`config.mk`:
```
export PLATFORM = sky130hd
export DESIGN_NAME = spi_frame_err_det
export DESIGN_NICKNAME = d
export VERILOG_FILES = /design/src/rtl/spi_fed_pkg.sv /design/src/rtl/spi_fed_sync.sv /design/src/rtl/spi_fed_edge_cnt.sv /design/src/rtl/spi_fed_fsm.sv /design/src/rtl/spi_fed_status.sv /design/src/rtl/spi_frame_err_det.sv
export SDC_FILE = /design/constraint.sdc
export NUM_CORES = 1
export LEC_CHECK = 0
export ABC_AREA = 0
export BUFFER_PORTS_ARGS = -buffer_cell sky130_fd_sc_hd__buf_2
export CAP_MARGIN = 20
export CORE_AREA = 2 2 43 45
export DETAILED_ROUTE_END_ITERATION = 6
export DIE_AREA = 0 0 45 47
export PLACE_DENSITY = 0.81
export SLEW_MARGIN = 40
export SYNTH_ARGS = -nofsm -noshare
export SYNTH_HDL_FRONTEND = slang
export SYNTH_SLANG_ARGS = --single-unit
```
`constraint.sdc`:
```
create_clock -name clk -period 1.6 [get_ports clk]
set_input_delay 0.16 -clock clk [delete_from_list [all_inputs] [get_ports clk]]
set_output_delay 0.16 -clock clk [all_outputs]
set_load 0.02 [all_outputs]
```
`src/rtl/spi_fed_pkg.sv`:
```
package spi_fed_pkg;

    typedef enum logic [0:0] {
        FS_IDLE  = 1'b0,
        FS_FRAME = 1'b1
    } fed_state_e;

    typedef enum logic [1:0] {
        BS_INIT     = 2'b00,
        BS_NORMAL   = 2'b01,
        BS_SELFTEST = 2'b10,
        BS_FAULT    = 2'b11
    } base_status_e;

    // one spare bit above the frame length so the counter can overshoot and saturate
    function automatic int cnt_width(input int edges);
        return $clog2(edges + 1) + 1;
    endfunction

endpackage

```
`src/rtl/spi_fed_sync.sv`:
```
module spi_fed_sync #(
    parameter int   STAGES  = 2,
    parameter logic RST_VAL = 1'b0
) (
    input  logic clk,
    input  logic rst_n,
    input  logic d,
    output logic q
);

    logic [STAGES-1:0] chain;

    generate
        for (genvar i = 0; i < STAGES; i++) begin : g_stage
            if (i == 0) begin : g_first
                always_ff @(posedge clk or negedge rst_n) begin
                    if (!rst_n) chain[i] <= RST_VAL;
                    else        chain[i] <= d;
                end
            end else begin : g_next
                always_ff @(posedge clk or negedge rst_n) begin
                    if (!rst_n) chain[i] <= RST_VAL;
                    else        chain[i] <= chain[i-1];
                end
            end
        end
    endgenerate

    assign q = chain[STAGES-1];

endmodule

```
`src/rtl/spi_fed_edge_cnt.sv`:
```
module spi_fed_edge_cnt #(
    parameter int FRAME_EDGES = 16,
    parameter int CNT_W       = 6
) (
    input  logic             clk,
    input  logic             rst_n,
    input  logic             clr,
    input  logic             inc,
    output logic [CNT_W-1:0] cnt,
    output logic             exact
);

    localparam logic [CNT_W-1:0] CNT_MAX    = '1;
    localparam logic [CNT_W-1:0] CNT_TARGET = CNT_W'(FRAME_EDGES);

    always_ff @(posedge clk or negedge rst_n) begin
        if (!rst_n) begin
            cnt <= '0;
        end else if (clr) begin
            cnt <= '0;
        end else if (inc && (cnt != CNT_MAX)) begin
            cnt <= cnt + 1'b1;
        end
    end

    assign exact = (cnt == CNT_TARGET);

endmodule

```
`src/rtl/spi_fed_fsm.sv`:
```
module spi_fed_fsm
    import spi_fed_pkg::*;
(
    input  logic       clk,
    input  logic       rst_n,
    input  logic       cs_lvl,
    input  logic       sclk_lvl,
    output fed_state_e state,
    output logic       frame_start,
    output logic       frame_end,
    output logic       edge_inc,
    output logic       start_err
);

    fed_state_e state_q, state_d;
    logic       cs_prev, sclk_prev;
    logic       cs_fall, cs_rise, sclk_rise;

    assign cs_fall   = cs_prev & ~cs_lvl;
    assign cs_rise   = ~cs_prev & cs_lvl;
    assign sclk_rise = ~sclk_prev & sclk_lvl;

    // state register
    always_ff @(posedge clk or negedge rst_n) begin
        if (!rst_n) state_q <= FS_IDLE;
        else        state_q <= state_d;
    end

    // next state
    always_comb begin
        state_d = state_q;
        unique case (state_q)
            FS_IDLE:  if (cs_fall) state_d = FS_FRAME;
            FS_FRAME: if (cs_rise) state_d = FS_IDLE;
        endcase
    end

    // outputs
    always_comb begin
        frame_start = 1'b0;
        frame_end   = 1'b0;
        edge_inc    = 1'b0;
        unique case (state_q)
            FS_IDLE: begin
                frame_start = cs_fall;
            end
            FS_FRAME: begin
                edge_inc  = sclk_rise;
                frame_end = cs_rise;
            end
        endcase
    end

    // previous levels and clock level captured at select fall
    always_ff @(posedge clk or negedge rst_n) begin
        if (!rst_n) begin
            cs_prev   <= 1'b1;
            sclk_prev <= 1'b0;
            start_err <= 1'b0;
        end else begin
            cs_prev   <= cs_lvl;
            sclk_prev <= sclk_lvl;
            if (frame_start) start_err <= sclk_lvl;
        end
    end

    assign state = state_q;

endmodule

```
`src/rtl/spi_fed_status.sv`:
```
module spi_fed_status
    import spi_fed_pkg::*;
#(
    parameter int              ADDR_W    = 6,
    parameter int              ST_W      = 4,
    parameter logic [ADDR_W-1:0] LOCK_ADDR = 6'h2A
) (
    input  logic              clk,
    input  logic              rst_n,
    input  logic              frame_end,
    input  logic              start_err,
    input  logic              sclk_lvl,
    input  logic              count_ok,
    input  logic              crc_ok,
    input  logic              cmd_write,
    input  logic [ADDR_W-1:0] cmd_addr,
    input  logic              end_init,
    input  logic [ST_W-1:0]   selftest_ctrl,
    input  logic              int_fault,
    output logic [1:0]        rsp_status,
    output logic              rsp_spi_err
);

    logic         lock_viol, frame_err;
    base_status_e code_d, code_q;

    assign lock_viol = end_init & cmd_write & (cmd_addr != LOCK_ADDR);
    assign frame_err = start_err | sclk_lvl | ~count_ok | ~crc_ok | lock_viol;

    always_comb begin
        if (frame_err || int_fault)  code_d = BS_FAULT;
        else if (|selftest_ctrl)     code_d = BS_SELFTEST;
        else if (end_init)           code_d = BS_NORMAL;
        else                         code_d = BS_INIT;
    end

    always_ff @(posedge clk or negedge rst_n) begin
        if (!rst_n) begin
            code_q      <= BS_INIT;
            rsp_spi_err <= 1'b0;
        end else if (frame_end) begin
            code_q      <= code_d;
            rsp_spi_err <= frame_err;
        end
    end

    assign rsp_status = code_q;

endmodule

```
`src/rtl/spi_frame_err_det.sv`:
```
module spi_frame_err_det
    import spi_fed_pkg::*;
#(
    parameter int                FRAME_EDGES = 16,
    parameter int                ADDR_W      = 6,
    parameter int                ST_W        = 4,
    parameter int                SYNC_STAGES = 2,
    parameter logic [ADDR_W-1:0] LOCK_ADDR   = 6'h2A
) (
    input  logic              clk,
    input  logic              rst_n,
    input  logic              cs_n,
    input  logic              sclk,
    input  logic              crc_ok,
    input  logic              cmd_write,
    input  logic [ADDR_W-1:0] cmd_addr,
    input  logic              end_init,
    input  logic [ST_W-1:0]   selftest_ctrl,
    input  logic              int_fault,
    output logic [1:0]        rsp_status,
    output logic              rsp_spi_err
);

    localparam int CNT_W = cnt_width(FRAME_EDGES);

    logic             cs_lvl, sclk_lvl;
    logic             frame_start, frame_end, edge_inc, start_err, count_ok;
    logic [CNT_W-1:0] edge_cnt;
    fed_state_e       state;

    spi_fed_sync #(.STAGES(SYNC_STAGES), .RST_VAL(1'b1)) u_sync_cs (
        .clk(clk), .rst_n(rst_n), .d(cs_n), .q(cs_lvl)
    );

    spi_fed_sync #(.STAGES(SYNC_STAGES), .RST_VAL(1'b0)) u_sync_sclk (
        .clk(clk), .rst_n(rst_n), .d(sclk), .q(sclk_lvl)
    );

    spi_fed_fsm u_fsm (
        .clk(clk), .rst_n(rst_n), .cs_lvl(cs_lvl), .sclk_lvl(sclk_lvl),
        .state(state), .frame_start(frame_start), .frame_end(frame_end),
        .edge_inc(edge_inc), .start_err(start_err)
    );

    spi_fed_edge_cnt #(.FRAME_EDGES(FRAME_EDGES), .CNT_W(CNT_W)) u_cnt (
        .clk(clk), .rst_n(rst_n), .clr(frame_start), .inc(edge_inc),
        .cnt(edge_cnt), .exact(count_ok)
    );

    spi_fed_status #(.ADDR_W(ADDR_W), .ST_W(ST_W), .LOCK_ADDR(LOCK_ADDR)) u_status (
        .clk(clk), .rst_n(rst_n), .frame_end(frame_end), .start_err(start_err),
        .sclk_lvl(sclk_lvl), .count_ok(count_ok), .crc_ok(crc_ok),
        .cmd_write(cmd_write), .cmd_addr(cmd_addr), .end_init(end_init),
        .selftest_ctrl(selftest_ctrl), .int_fault(int_fault),
        .rsp_status(rsp_status), .rsp_spi_err(rsp_spi_err)
    );

endmodule

```
# Word level (Yosys, flattened, before mapping)
# Cells that the tools add are included.
[classes]
mux = 11
eq_ne = 3
n_addsub = 1
n_bitwise = 15
n_reduce_logical = 4
[ops]
columns = ["cell", "count"]
rows = [
  ["$mux 6", 2],
  ["$ne 6x6->1 const B", 2],
  ["$add 6x1->6 const B", 1],
  ["$eq 6x5->1 const B", 1],
  ["$mux 1", 6],
  ["$not 1->1", 6],
  ["$and 1x1->1", 5],
  ["$mux 2", 2],
  ["$or 1x1->1", 4],
  ["$reduce_or 4->1", 1],
  ["$pmux 1 s2", 1],
  ["$reduce_bool 2->1", 1],
  ["$logic_and 1x1->1", 1],
  ["$logic_or 1x1->1", 1],
]
[word_totals]
out_inout_bits = 3
word_cells = 45
ff_bits = 17

# Logic depth before layout (Yosys ltp)
# Gate-level depths: netlist (run 1).
[depth]
depth_word = 7
depth_mapped = 5
depth_no_buf = 5

# Cells and area by module
# Synthesis (run 1) repeated with hierarchy kept, for this count alone.
[unflattened]
hier_cells = 75
hier_area_um2 = 847.1
[modules_own_cells]
columns = ["module", "instances", "seq_area_each_um2", "area_per_inst_um2", "cells_per_inst"]
rows = [
  ["spi_fed_edge_cnt", 1, 150.1, 406.6, 43],
  ["spi_fed_status", 1, 75.1, 182.7, 17],
  ["spi_fed_fsm", 1, 101.3, 155.1, 11],
  ["spi_fed_sync (u_sync_cs)", 1, 52.6, 52.6, 2],
  ["spi_fed_sync (u_sync_sclk)", 1, 50.0, 50.0, 2],
]

# Worst setup path after synthesis (run 1)
# Ideal clock, no wire load.
[synth_path]
path_kind = "reg-to-reg"
start = "register u_fsm.cs_prev"
end = "register u_fsm.start_err"
path_buffers = 0
slack_ps = 281
path_stages_with_launch = 3
setup_time_ps = 125
t_required_ps = 1475
t_arrival_ps = 1195
path_cell_list = "dfstp_2 nor3b_2 mux2_2"
[synth_between]
elab_chain_len = 2
[synth_rtl]
columns = ["element", "line_no", "text"]
rows = [
  ["start: declaration", "spi_fed_fsm.sv:16", "logic cs_prev, sclk_prev;"],
  ["start signal: assignment", "spi_fed_fsm.sv:61", "cs_prev <= cs_lvl;"],
  ["$and 1x1->1", "spi_fed_fsm.sv:19", "assign cs_fall = cs_prev & ~cs_lvl;"],
  ["$mux 1", "spi_fed_fsm.sv:43", "unique case (state_q)"],
  ["end signal: assignment", "spi_fed_fsm.sv:63", "if (frame_start) start_err <= sclk_lvl;"],
  ["end: declaration", "spi_fed_fsm.sv:12", "output logic start_err"],
]
# Every way passes these cells.
# A chain may end at the register's enable or synchronous reset.

# Final worst setup path (run 1)
[layout_path]
start = "register u_sync_sclk.chain[1] (netlist: u_sync_sclk.q)"
end = "register u_status.code_q[0] (netlist: u_status.rsp_status[0])"
[layout_between]
elab_chain_len = 6
[layout_rtl]
columns = ["element", "line_no", "text"]
rows = [
  ["start: declaration", "spi_fed_sync.sv:11", "logic [STAGES-1:0] chain;"],
  ["start signal: indexed assignment", "spi_fed_sync.sv:23", "else chain[i] <= chain[i-1];"],
  ["$or 1x1->1 (4 in a row)", "spi_fed_status.sv:28", "assign frame_err = start_err | sclk_lvl | ~count_ok | ~crc_ok | lock_viol;"],
  ["$logic_or 1x1->1", "spi_fed_status.sv:31", "if (frame_err || int_fault) code_d = BS_FAULT;"],
  ["$mux 2", "spi_fed_status.sv:31", ""],
  ["end signal: assignment", "spi_fed_status.sv:42", "code_q <= code_d;"],
  ["end: declaration", "spi_fed_status.sv:25", "base_status_e code_d, code_q;"],
]
# Every way passes these cells.

==> impl_metrics.env, run 1 <==
export IMPL_portBuffers=20
export IMPL_grt_pass1_vias=558
export IMPL_antenna_found_initial=0
export IMPL_reg2reg_from="u_sync_sclk.q"
export IMPL_h_tree_depth=1
export IMPL_via_per_inst=5.21
export IMPL_cts_sinks=17
export IMPL_grt_max_degree=18
export IMPL_avgSynthCellArea_um2=11.4
export IMPL_status="completed"
export IMPL_cts_hold_buf=3
export IMPL_core_mm2=0.00165
export IMPL_syn_nets=87
export IMPL_synth_cell_types=27
export IMPL_peakVddDrop_v=0.000624
export IMPL_worst_pin_slew_ns=0.401
export IMPL_cp_data_required_time_ns=1.76
export IMPL_drc=0
export IMPL_hold_slack_ns=0.132
export IMPL_netlist_instances=67
export IMPL_min_path_cells=3
export IMPL_maxSlewHeadroom_pct=73.1
export IMPL_numCtsBuffers=3
export IMPL_crit_type="flop to flop"
export IMPL_critPathArrivalTime_ns=1.50
export IMPL_finClkSkew_ns=0.00161
export IMPL_drtAntennaViolNets=0
export IMPL_synthTopCellsByArea="dfrtp_1, dfstp_2, nor2_1"
export IMPL_setup_viol=0
export IMPL_synth_async_reset_ratio_pct=100
export IMPL_synth_top_area_cell="dfrtp_1"
export IMPL_ys_flop_type="dfrtp_1"
export IMPL_yosysSeqAreaShare_pct=56.3
export IMPL_hpwl_mm=1.07
export IMPL_p_leak_uw=0.000446
export IMPL_ys_top_cells_by_count="dfrtp_1, nor2_1, inv_1, nand2_1, xor2_1"
export IMPL_crit_path_start_kind="flop"
export IMPL_grtUsageMet2_pct=28.3
export IMPL_ioPinCount=21
export IMPL_die_w_um=45
export IMPL_post_cts_buffers=0
export IMPL_cp_end_kind="flop"
export IMPL_synth_top_area_share_pct=46.0
export IMPL_hold_path_class="primary input to flop"
export IMPL_drive_gt1_share_pct=36.8
export IMPL_root_buffer="clkbuf_4"
export IMPL_rows=15
export IMPL_cts_clk_slew_worst_paths_ns=0.09
export IMPL_busiest_layer="met2"
export IMPL_grt_ovfl_total=0
export IMPL_cts_resized=0
export IMPL_area_growth_synth_to_final_pct=24.5
export IMPL_synth_edff_count=0
export IMPL_crit_fanout=4
export IMPL_grt_use_total_pct=16.4
export IMPL_via_count=584
export IMPL_rsz0062_at_grt="no"
export IMPL_fin_nets=116
export IMPL_grtUsageMet1_pct=18.2
export IMPL_num_fill_cells=150
export IMPL_regToRegSetupSlack_ns=0.26
export IMPL_firstDrtPassIters=6
export IMPL_diodes=0
export IMPL_die_h_um=47
export IMPL_rr_endpoint="u_status.rsp_status[0]"
export IMPL_period_needed_ns=1.34
export IMPL_routed_wl_mm=1.42
export IMPL_cts_tree="done"
export IMPL_final_hold_viol_count=0
export IMPL_area_sequential_um2=429
export IMPL_wl_per_cell_um=12.7
export IMPL_initial_core_util_pct=46.1
export IMPL_final_min_period_over_clock_period_pct=83.8
export IMPL_syn_area_um2=762
export IMPL_drv_slew=0
export IMPL_ys_seq_elements=17
export IMPL_clk_latency_ns=0.29
export IMPL_powerDensity_mw_per_mm2=948
export IMPL_yosysMostFrequentCell="dfrtp_1"
export IMPL_ff2ff_path_depth=4
export IMPL_grt_pass1_wl_mm=2.31
export IMPL_grtUsageMet3_pct=2.31
export IMPL_clk_path_buf_depth=2
export IMPL_tns_ns=0
export IMPL_dieArea_mm2=0.00212
export IMPL_hold_path_startpoint="end_init"
export IMPL_max_freq_mhz=746
export IMPL_cap_violations=0
export IMPL_yosysWarnings=0
export IMPL_dr_first_iter_drc_count=12
export IMPL_place_congestion=0.784
export IMPL_multi_input_area_um2=318
export IMPL_hold_path_endpoint="u_status.rsp_status[0]"
## worst max-delay path: stages (launching register included)
cell	delay, ns
dfrtp_1	0.42
nor4b_2	0.28
nand4_1	0.15
nor3_1	0.23
a31oi_1	0.12
## kinds of logic after synthesis
group           share of synthesized area [%]
compound gates                           7.39
xor+xnor                                 5.75
fa+ha+maj                                4.60
buf+inv                                  1.97
flops                                    56.3
mux                                      2.79
simple gates                             21.2
## stage by stage
stage / util [%] / total power [µW] / cell area (µm²) / setup slack, ns / std cells
final: 57.4 / 899 / 948 / 0.259 / 112
after global routing: 57.4 / 954 / 948 / 0.0753 / 112
after CTS: 57.4 / 909 / 948 / 0.261 / 112
after detailed placement: 53.9 / 675 / 891 / 0.274 / 105
after global placement: 53.9 / 656 / 891 / 0.346 / 105
after floorplan: - / 609 / 762 / 0.281 / 67
## where the power goes
part	leakage [µW]	switching, µW	internal [µW]
Sequential	0.000198	40.2	477
Clock	0.0000177	133	93.3
Combinational	0.000231	78.0	78.2
## state kept, by name, summed over array words and instances, names as in the netlist
| signal | count |
|---|---|
| u_fsm.start_err | 1 |
| u_fsm.state | 1 |
| u_status.rsp_spi_err | 1 |
| u_sync_sclk.q | 1 |
| u_fsm.sclk_prev | 1 |
| u_sync_sclk.chain | 1 |
| u_sync_cs.chain | 1 |
| u_sync_cs.q | 1 |
| u_cnt.cnt | 6 |
| u_fsm.cs_prev | 1 |
| u_status.rsp_status | 2 |
## worst max path at each step
stage	cells past startpoint	start	endpoint	slack (ns)
final	4	u_sync_sclk.q	u_status.rsp_status[0]	0.26
after global routing	4	u_sync_sclk.q	u_status.rsp_status[0]	0.08
after CTS	4	u_sync_sclk.q	u_status.rsp_status[0]	0.26
after detailed placement	4	u_sync_sclk.q	u_status.rsp_status[0]	0.27
after global placement	4	u_sync_sclk.q	u_status.rsp_status[0]	0.35
after floorplan	2	u_fsm.cs_prev	u_fsm.start_err	0.28
## layout make-up
cell class	count	area share [%]
Sequential cell	17	45.3
Multi-Input combinational cell	46	33.5
Timing Repair Buffer	24	14.5
Clock buffer	3	2.37
Tap cell	17	2.24
Inverter	4	1.58
Clock inverter	1	0.528
## cells in the final DEF (no fill, tap or decap)
master         synthesis  routed
a21oi_1                1       1
a31oi_1                3       3
and2_1                 1       1
and3_1                 2       2
and3b_2                1       1
and4bb_2               1       1
buf_2                  0      20
buf_4                  0       1
clkbuf_4               0       3
clkinv_2               0       1
dfrtp_1               14      14
dfstp_2                3       3
dlygate4sd3_1          0       3
ha_1                   2       2
inv_1                  4       4
maj3_1                 1       1
mux2_2                 1       1
mux2i_1                1       1
nand2_1                4       4
nand3_1                1       1
nand3_2                1       1
nand4_1                1       1
nor2_1                12      12
nor3_1                 1       1
nor3b_2                1       1
nor4_1                 1       1
nor4b_2                1       1
o2111ai_1              1       1
o211ai_1               2       2
o21ai_2                1       1
xnor2_1                1       1
xor2_1                 4       4
## per-layer routing
metal / up-vias / part of all wire [%]
li1: 290 / -
met1: 279 / 39
met2: 10 / 56
met3: 5 / 3.2
met4: 0 / 2.2
met5: - / 0
No activity file was read; power rests on OpenSTA's default activity.
==> run 2, diff against run 1 <==
- clock period: 1.6 -> 1.26 ns (I/O delays scaled with it)
==> run 2 against run 1 <==
Net effect: the run now ends with setup timing left; die area unchanged; power increased by 32%; count of clock-buffer cells in the layout unchanged; hold slack got worse by 0.039 ns; final area increased by 8.3%; utilization increased by 4.8 points; clock power increased by 27%; first-iteration DRC count decreased by 25%; critical path depth increased by 1; largest cell class unchanged; largest power group unchanged; highest routed layer unchanged.
==> impl_metrics.env, run 2 (synthesized netlist as in run 1, its figures left out) <==
export IMPL_ioPinCount=21
export IMPL_cts_clk_slew_worst_paths_ns=0.10
export IMPL_multi_input_area_um2=374
export IMPL_powerDensity_mw_per_mm2=1160
export IMPL_reg2reg_from="u_cnt.cnt[1]"
export IMPL_cp_data_required_time_ns=1.44
export IMPL_die_h_um=47
export IMPL_hold_path_startpoint="end_init"
export IMPL_post_route_util_pct=62.2
export IMPL_num_fill_cells=134
export IMPL_dr_first_iter_drc_count=9
export IMPL_final_cell_mix="buf_2, dfrtp_1, nor2_1"
export IMPL_final_hold_viol_count=0
export IMPL_hold_path_class="primary input to flop"
export IMPL_grtUsageMet3_pct=3.46
export IMPL_drc=0
export IMPL_via_count=605
export IMPL_violations="setup timing"
export IMPL_firstDrtPassIters=4
export IMPL_diodes=0
export IMPL_hold_path_endpoint="u_status.rsp_status[0]"
export IMPL_crit_fanout=4
export IMPL_grt_pass1_wl_mm=2.35
export IMPL_cpPeakStageDelay_ns=0.43
export IMPL_grt_use_total_pct=15.7
export IMPL_cap_violations=0
export IMPL_drive_gt1_share_pct=43.9
export IMPL_rr_endpoint="u_cnt.cnt[3]"
export IMPL_fin_area_mm2=0.00103
export IMPL_hpwl_mm=1.07
export IMPL_grtUsageMet1_pct=20.8
export IMPL_crit_type="flop to flop"
export IMPL_core_mm2=0.00165
export IMPL_rsz0062_at_grt="yes"
export IMPL_min_path_cells=3
export IMPL_critPathArrivalTime_ns=1.48
export IMPL_largest_register_ffs=6
export IMPL_via_per_inst=5.26
export IMPL_cpMaxStageDelayCell="dfrtp_1"
export IMPL_max_freq_mhz=769
export IMPL_grt_max_degree=18
export IMPL_die_w_um=45
export IMPL_maxSlewHeadroom_pct=75.4
export IMPL_ff2ff_path_depth=5
export IMPL_layout_commonest_cell="buf_2"
export IMPL_clk_path_buf_depth=2
export IMPL_dpl_instance_area_um2=916
export IMPL_grtUsageMet2_pct=24.9
export IMPL_root_buffer="clkbuf_4"
export IMPL_cp_end_kind="flop"
export IMPL_peakVddDrop_v=0.000643
export IMPL_final_min_period_over_clock_period_pct=103
export IMPL_area_sequential_um2=429
export IMPL_place_congestion=0.759
export IMPL_numCtsBuffers=3
export IMPL_cts_tree="done"
export IMPL_rows=15
export IMPL_regToRegSetupSlack_ns=-0.04
export IMPL_portBuffers=20
export IMPL_drv_slew=0
export IMPL_clk_latency_ns=0.28
export IMPL_grt_ovfl_total=0
export IMPL_cts_sinks=17
export IMPL_initial_core_util_pct=46.1
export IMPL_worst_pin_slew_ns=0.369
export IMPL_finalPower_uw=1190
export IMPL_finClkSkew_ns=0.00345
export IMPL_area_growth_synth_to_final_pct=34.8
export IMPL_setup_viol=3
export IMPL_routed_wl_mm=1.47
export IMPL_largest_register="u_cnt.cnt"
export IMPL_fin_nets=119
export IMPL_dieArea_mm2=0.00212
export IMPL_drtAntennaViolNets=0
export IMPL_status="complete, but fails checks"
export IMPL_tns_ns=-0.0714
export IMPL_antenna_found_initial=0
export IMPL_grt_pass1_vias=555
export IMPL_p_leak_uw=0.000467
export IMPL_crit_path_start_kind="flop"
export IMPL_busiest_layer="met2"
export IMPL_h_tree_depth=1
export IMPL_fin_ws_ns=-0.0409
export IMPL_wl_per_cell_um=12.8
export IMPL_hold_slack_ns=0.0930
export IMPL_crit_chain="ha_4, nand3_4, o211ai_1, xor2_1, nor2_1"
export IMPL_period_needed_ns=1.30
[run 2: stage by stage]
| stage | std cells | setup slack [ns] |
|---|---|---|
| after floorplan | 67 | 0.0155 |
| after global placement | 107 | -0.0217 |
| after detailed placement | 107 | -0.0456 |
| after CTS | 115 | -0.0267 |
| after global routing | 115 | -0.113 |
| final | 115 | -0.0409 |
[run 2: layout make-up]
class	count	share of cell area (%)
clock buffers	3	2.19
clock inverters	1	0.487
well taps	17	2.07
repair buffers	27	15.6
inverters	4	1.46
multi-input cells	46	36.4
flip-flops and latches	17	41.8
[run 2: power by group]
part           switching [µW]  internal, µW
Combinational             107           123
Sequential               70.1           605
Clock                     168           118
Total                     345           846
[run 2: worst max path at each step]
stage / from / endpoint / slack, ns / depth (start not counted)
floorplan: u_fsm.cs_prev / u_fsm.start_err / 0.02 / 2
global placement: u_cnt.cnt[1] / u_cnt.cnt[2] / -0.02 / 5
detailed placement: u_cnt.cnt[1] / u_cnt.cnt[1] / -0.05 / 5
CTS: u_cnt.cnt[1] / u_cnt.cnt[1] / -0.03 / 5
global route: u_cnt.cnt[0] / u_status.rsp_status[1] / -0.11 / 5
finish: u_cnt.cnt[1] / u_cnt.cnt[3] / -0.04 / 5
[run 2: layer usage]
metal	wire (µm)	share of wire, %
met5	0	0
met4	9	0.61
met3	29	2.0
met2	766	52
met1	667	45
[run 2: repair_timing]
item                       in CTS  in global routing
buffers inserted                1                  0
gates resized for setup         4                  4
setup endpoints to repair       7                  9
hold endpoints to repair       16                  0
hold buffers                    3                  0
pin swaps                       8                  4
[run 2: worst max-delay path, delay by kind of cell, from the launching register on]
family                   cells  cell delay (ns)
AO/OA/AOI/OAI                1             0.25
flip-flops                   1             0.43
XOR/XNOR                     1             0.18
adder cells (fa/ha/maj)      1             0.18
AND/OR/NAND/NOR              2             0.16
